**src/rtl/gpio5_pkg.sv**
```systemverilog
package gpio5_pkg;
  localparam int PORT_W = 5;
  localparam int BUS_W  = 8;
  localparam int ADDR_W = 2;

  typedef enum logic [ADDR_W-1:0] {
    SEL_PIN  = 2'd0,
    SEL_LAT  = 2'd1,
    SEL_DIR  = 2'd2,
    SEL_NONE = 2'd3
  } regSel_e;

  typedef struct packed {
    logic    wrLat;
    logic    wrDir;
    regSel_e rdSel;
  } portStrobe_t;
endpackage

```
**src/rtl/gpio5_ctrl.sv**
```systemverilog
module gpio5_ctrl
  import gpio5_pkg::*;
(
  input  logic [ADDR_W-1:0] busAddr,
  input  logic              busWrEn,
  output portStrobe_t       strobe
);
  always_comb begin
    strobe.wrLat = 1'b0;
    strobe.wrDir = 1'b0;
    strobe.rdSel = SEL_NONE;
    unique case (busAddr)
      2'd0: begin strobe.rdSel = SEL_PIN; strobe.wrLat = busWrEn; end
      2'd1: begin strobe.rdSel = SEL_LAT; strobe.wrLat = busWrEn; end
      2'd2: begin strobe.rdSel = SEL_DIR; strobe.wrDir = busWrEn; end
      default: strobe.rdSel = SEL_NONE;
    endcase
  end
endmodule

```
**src/rtl/gpio5_datapath.sv**
```systemverilog
module gpio5_datapath
  import gpio5_pkg::*;
#(
  parameter int                PW          = PORT_W,
  parameter int                BW          = BUS_W,
  parameter int                SYNC_STAGES = 2,
  parameter logic [PW-1:0]     ANALOG_CAP  = 5'h0F,
  parameter logic [PW-1:0]     CMP_IN_MASK = 5'h09,
  parameter int                CMP_OUT_IDX = 4
) (
  input  logic          clk,
  input  logic          rstN,
  input  portStrobe_t   strobe,
  input  logic [BW-1:0] wrData,
  output logic [BW-1:0] rdData,
  input  logic [PW-1:0] analogSel,
  input  logic          cmpEn,
  input  logic          cmpOut,
  input  logic [PW-1:0] pinIn,
  output logic [PW-1:0] pinOut,
  output logic [PW-1:0] pinOe
);
  localparam int PAD_W = BW - PW;

  logic [PW-1:0] latQ, dirQ;
  logic [PW-1:0] syncQ [SYNC_STAGES];
  logic [PW-1:0] claimMask, pinView, rdNext;

  always_ff @(posedge clk) begin
    if (!rstN) begin
      latQ <= '0;
      dirQ <= '1;
    end else begin
      if (strobe.wrLat) latQ <= wrData[PW-1:0];
      if (strobe.wrDir) dirQ <= wrData[PW-1:0];
    end
  end

  for (genvar s = 0; s < SYNC_STAGES; s++) begin : gSync
    always_ff @(posedge clk) begin
      if (!rstN)       syncQ[s] <= '0;
      else if (s == 0) syncQ[s] <= pinIn;
      else             syncQ[s] <= syncQ[(s == 0) ? 0 : s-1];
    end
  end

  always_comb begin
    claimMask = (analogSel & ANALOG_CAP) | (cmpEn ? CMP_IN_MASK : '0);
    pinView   = syncQ[SYNC_STAGES-1] & ~claimMask;
  end

  for (genvar i = 0; i < PW; i++) begin : gPad
    if (i == CMP_OUT_IDX) begin : gCmp
      assign pinOut[i] = cmpEn ? cmpOut : latQ[i];
    end else begin : gLat
      assign pinOut[i] = latQ[i];
    end
    assign pinOe[i] = ~dirQ[i];
  end

  always_comb begin
    unique case (strobe.rdSel)
      SEL_PIN: rdNext = pinView;
      SEL_LAT: rdNext = latQ;
      SEL_DIR: rdNext = dirQ;
      default: rdNext = '0;
    endcase
  end

  always_ff @(posedge clk) begin
    if (!rstN) rdData <= '0;
    else       rdData <= {{PAD_W{1'b0}}, rdNext};
  end
endmodule

```
**src/rtl/gpio5_port.sv**
```systemverilog
module gpio5_port
  import gpio5_pkg::*;
#(
  parameter int                SYNC_STAGES = 2,
  parameter logic [PORT_W-1:0] ANALOG_CAP  = 5'h0F,
  parameter logic [PORT_W-1:0] CMP_IN_MASK = 5'h09,
  parameter int                CMP_OUT_IDX = 4
) (
  input  logic              clk,
  input  logic              rstN,
  input  logic [ADDR_W-1:0] busAddr,
  input  logic              busWrEn,
  input  logic [BUS_W-1:0]  busWrData,
  output logic [BUS_W-1:0]  busRdData,
  input  logic [PORT_W-1:0] analogSel,
  input  logic              cmpEn,
  input  logic              cmpOut,
  input  logic [PORT_W-1:0] pinIn,
  output logic [PORT_W-1:0] pinOut,
  output logic [PORT_W-1:0] pinOe
);
  portStrobe_t strobe;

  gpio5_ctrl uCtrl (
    .busAddr(busAddr),
    .busWrEn(busWrEn),
    .strobe (strobe)
  );

  gpio5_datapath #(
    .PW(PORT_W), .BW(BUS_W), .SYNC_STAGES(SYNC_STAGES),
    .ANALOG_CAP(ANALOG_CAP), .CMP_IN_MASK(CMP_IN_MASK), .CMP_OUT_IDX(CMP_OUT_IDX)
  ) uPath (
    .clk(clk), .rstN(rstN), .strobe(strobe),
    .wrData(busWrData), .rdData(busRdData),
    .analogSel(analogSel), .cmpEn(cmpEn), .cmpOut(cmpOut),
    .pinIn(pinIn), .pinOut(pinOut), .pinOe(pinOe)
  );
endmodule

```
**config.mk**
```make
export PLATFORM = sky130hd
export DESIGN_NAME = gpio5_port
export DESIGN_NICKNAME = d
export VERILOG_FILES = /design/src/rtl/gpio5_pkg.sv /design/src/rtl/gpio5_ctrl.sv /design/src/rtl/gpio5_datapath.sv /design/src/rtl/gpio5_port.sv
export SDC_FILE = /design/constraint.sdc
export NUM_CORES = 1
export LEC_CHECK = 0
export BUFFER_PORTS_ARGS = -buffer_cell sky130_fd_sc_hd__buf_2
export CORE_ASPECT_RATIO = 1.5
export CORE_MARGIN = 4
export CORE_UTILIZATION = 45
export DETAILED_ROUTE_END_ITERATION = 10
export GPL_TIMING_DRIVEN = 0
export PLACE_DENSITY = 0.8
export SLEW_MARGIN = 20
export SYNTH_ARGS = -nofsm -noshare
export SYNTH_HDL_FRONTEND = slang
export SYNTH_SLANG_ARGS = --single-unit
```
**constraint.sdc**
```tcl
create_clock -name clk -period 1.62 [get_ports clk]
set_input_delay 0.405 -clock clk [delete_from_list [all_inputs] [get_ports clk]]
set_output_delay 0.405 -clock clk [all_outputs]
set_load 0.03 [all_outputs]
```
# Word level (Yosys, flattened, before mapping)
# Memories as Yosys holds them, arrays and structs flattened.
# Cells that the tools add are included.
dict set report word_totals {
  out_inout_bits 18
  ramBits 10
  word_cells 32
  inputBits 25
  mem_count 1
  regBits 18
}
# name words word_bits rd rd_clocked_by_memory_dff wr line
set memory_table {}
lappend memory_table {uPath.syncQ 2 5 2 0 2 gpio5_datapath.sv:26} ;# logic [PW-1:0] syncQ [SYNC_STAGES];
dict set report op_classes {
  mux 10
  n_bitwise 10
  reduce_logical 3
  eq_ne 4
}
# op n
set ops {}
lappend ops {{$pmux W5 S3} 1}
lappend ops {{$mux W5} 2}
lappend ops {{$pmux W2 S3} 1}
lappend ops {{$and A5 B5 Y5} 1}
lappend ops {{$mux W1} 5}
lappend ops {{$not A1 Y1} 5}
lappend ops {{$not A5 Y5} 1}
lappend ops {{$or A4 B5 Y5} 1}
lappend ops {{$eq A2 B1 Y1 const B} 2}
lappend ops {{$eq A2 B2 Y1 const B} 2}
lappend ops {{$logic_not A2 Y1} 2}
lappend ops {{$mux W4} 1}
lappend ops {{$or A1 B1 Y1} 2}
lappend ops {{$reduce_or A2 Y1} 1}

# Longest topological paths before layout
dict set report depth {
  ltp_word 5
  mapped_depth 5
  mapped_depth_nobuf 3
}

# By module
# Synthesis repeated with hierarchy kept, for this count alone.
dict set report hier_totals {
  hier_cells 99
  hier_area_um2 989.7
}
# module n_inst area_per_inst_um2 cells_per_inst seq_area_each_um2
set by_module_without_submodules {}
lappend by_module_without_submodules {gpio5_datapath 1 967.2 95 500.5}
lappend by_module_without_submodules {gpio5_ctrl 1 22.5 4 0.0}

# Least setup slack after synthesis
# OpenSTA, ideal clock, no wires.
dict set report synth_timing {
  path_kind {input port to output port}
  startpoint {in cmpEn}
  endpoint {out pinOut[4]}
  stages 1
  t_required_ps 1215
  t_arrival_ps 796
  slack_ps 419
  n_path_buf 0
  path_cell_list {mux2_2}
}
dict set report synth_via {
  elab_chain_len 1
}
# element line
set synth_rtl {}
lappend synth_rtl {{start, declared} gpio5_port.sv:16} ;# input logic cmpEn,
lappend synth_rtl {{$mux W1} gpio5_datapath.sv:54} ;# assign pinOut[i] = cmpEn ? cmpOut : latQ[i];
lappend synth_rtl {{end, declared} gpio5_port.sv:19} ;# output logic [PORT_W-1:0] pinOut,
# Every way passes these cells.

# Worst setup path in the final report
dict set report layout_timing {
  startpoint {reg uPath.latQ[4]}
  endpoint {out pinOut[4]}
}
dict set report layout_via {
  elab_chain_len 1
}
# element line
set layout_rtl {}
lappend layout_rtl {{start, declared} gpio5_datapath.sv:25} ;# logic [PW-1:0] latQ, dirQ;
lappend layout_rtl {{start signal, assigned} gpio5_datapath.sv:34} ;# if (strobe.wrLat) latQ <= wrData[PW-1:0];
lappend layout_rtl {{$mux W1} gpio5_datapath.sv:54}
# Every way passes these cells.

==> results.yml <==
status:
  outcome: "finished, final reports clean"
timing:
  skew_ns: 0.00208
  tns_ns: 0
  hold_violations: 0
  slew_viol_final: 0
  fmaxAchievable_mhz: 672
  setup_ws_ns: 0.133
  period_needed_ns: 1.49
  rsz0062_at_grt: "false"
  setup_viol: 0
  period_share_pct: 91.8
critical_path:
  r2r-start: "uPath.latQ[4]"
  startpoint_type: "flip-flop"
  crit_required_ns: 1.21
  reg2reg_slack_ns: 0.81
  crit_path_start: "uPath.latQ[4]"
  r2r-end: "uPath.rdData[4]"
  critPathArrivalTime_ns: 1.08
  worstSetupPathType: "flip-flop to output port"
  cp_max_fo: 3
  ff2ff_path_depth: 3
  critPathCaptureType: "output port"
global_route:
  grtUsageTotal_pct: 14.7
  grt_overflow: 0
  grt_pass1_vias: 811
  grt_pass1_wl_mm: 3.34
  antenna_found_initial: 0
  grt_max_degree: 14
layout:
  syn2layout_area_growth_pct: 23.4
  layout_commonest_cell: "buf_2"
  final_cell_mix: "35 x buf_2, 25 x dfxtp_1, 12 x nand3_1"
  antennaDiodeCount: 0
  nets: 168
  layout-drive-gt1-share_pct: 35.2
synthesis:
  syn_avg_cell_area_um2: 9.72
  synthesis.area_um2: 991
  synthXorXnorAreaFrac_pct: 0
  synth_compound_area_share_pct: 6.44
  ys_types: 23
  synthAdderAreaFrac_pct: 0
  synth_top_family_by_area: "simple AND/OR/NAND/NOR gates"
  yosysWarnings: 0
  ys_seq_elements: 25
  netlist.top_cell.by_area: "dfxtp_1"
  yosys.area_share.simple_pct: 24.7
  synthTopCellsByArea: "dfxtp_1 51%, and2_1 6.9%, mux2i_1 6.1%"
  synth_top_area_share_pct: 50.5
  synth_cells: 102
  synth_mux_area_share_pct: 7.20
  yosysSeqAreaShare_pct: 50.5
power_and_ir_drop:
  p_leak_nw: 0.631
  power_density_nw_per_um2: 906
  ir_drop_v: 0.000614
floorplan:
  coreArea_um2: 2050
  die_w_um: 46.3
  num_rows: 20
  fp.dieH_um: 65.5
  ios: 43
  start_util_pct: 48.3
  die_area_um2: 3030
routing:
  drc_errors: 0
  totalWireLength_mm: 1.89
  post_drt_wl_per_cell_um: 11.5
  antenna_left: 0
  drtIter0Drc: 16
  firstDrtPassIters: 4
  vias_per_cell: 4.83
  via_count: 792
clocking:
  clk-insertion-delay-late_ns: 0.30
  clk_path_buf_depth: 2
  postCtsSetupBuffers: 0
  ctsHoldBuffers: 0
  clkSlewWorstSetupHoldPaths_ns: 0.12
  clock-sinks: 25
  cts-root-buf: "clkbuf_4"
  cts_resized: 0
  cts_buffers: 3
  htree_levels: 1
  tritoncts: "yes"
placed_design:
  hpwl_mm: 1.47
  place.port_buffers: 34
  gp_congestion: 0.813
  dp_slack_ns: 0.211
hold_path:
  min_delay_path_depth: 2
  min_path_type: "input pin to flip-flop"
  hp-start: "pinIn[3]"
  holdPathEnd: "uPath.syncQ[0][3]"
job:
  cap_viol_max_count: 0
-- power breakdown --
part	leakage (nW)	internal [mW]	total [mW]	switching, mW
Clock	0.0150	0.0959	0.258	0.163
Combinational	0.410	0.0806	0.190	0.109
Sequential	0.206	0.645	0.659	0.0133
-- state kept, by name, summed over array words and instances (netlist names) --
name,count
uPath.rdData,5
uPath.dirQ,5
uPath.syncQ,10
uPath.latQ,5
-- how the worst max path moves through the flow --
stage          slack (ns)   endpoint
3_3_place_gp         0.21  pinOut[4]
3_5_place_dp         0.21  pinOut[4]
2_1_floorplan        0.42  pinOut[4]
6_report             0.13  pinOut[4]
5_1_grt              0.07  pinOut[4]
4_1_cts              0.12  pinOut[4]
-- routing by layer --
metal / wire (um) / share of wire, % / track usage (%) / up-vias
li1: - / - / - / 404
met1: 747 / 40 / 18.1 / 366
met2: 994 / 53 / 24.0 / 20
met3: 124 / 6.6 / 2.74 / 2
met4: 19 / 1.0 / 6.41 / 0
met5: 0 / 0 / 0 / -
-- worst max-delay path, stage by stage (launching register included) --
cell and delay (ns):
dfxtp_1 0.35, mux2_2 0.26, buf_2 0.18
-- cell usage after synthesis --
cell type,n
a21boi_1,2
mux2_2,1
buf_6,2
inv_1,5
conb_1,1
nor2b_2,2
buf_4,7
and2b_1,1
dfxtp_1,25
nand3_1,12
a22oi_1,4
nor3_1,1
and2_1,11
o2bb2ai_1,1
nand3b_1,3
nand2b_1,1
buf_2,1
nor2b_1,5
o21ai_0,2
nand2_1,5
nor2_1,2
mux2i_1,6
clkbuf_1,2
-- cell type report --
cell class                      instances  area, um^2
Timing Repair Buffer                   34         170
Tap cell                               22        27.5
Buffer                                 12        87.6
Fill cell                             194         830
Inverter                                5        18.8
Clock buffer                            4        26.3
Sequential cell                        25         500
Multi-Input combinational cell         62         392
-- cell families after synthesis --
| kind of cell | after synthesis |
|---|---|
| AND/OR/NAND/NOR | 43 |
| flip-flops | 25 |
| buffers and inverters | 17 |
| AO/OA/AOI/OAI | 9 |
| multiplexers | 7 |
| other | 1 |
-- stage by stage --
| step | utilization, % | instances | instance area, um^2 | power (mW) | hold WS, ns |
|---|---|---|---|---|---|
| 2_1_floorplan | - | 104 | 998 | 0.800 | 0.412 |
| 3_3_place_gp | 58.3 | 160 | 1200 | 0.859 | 0.416 |
| 3_5_place_dp | 58.3 | 160 | 1200 | 0.864 | 0.421 |
| 4_1_cts | 59.6 | 164 | 1220 | 1.13 | 0.286 |
| 5_1_grt | 59.6 | 164 | 1220 | 1.18 | 0.281 |
| 6_report | 59.6 | 164 | 1220 | 1.11 | 0.298 |
No activity file was read; power rests on OpenSTA's default activity.
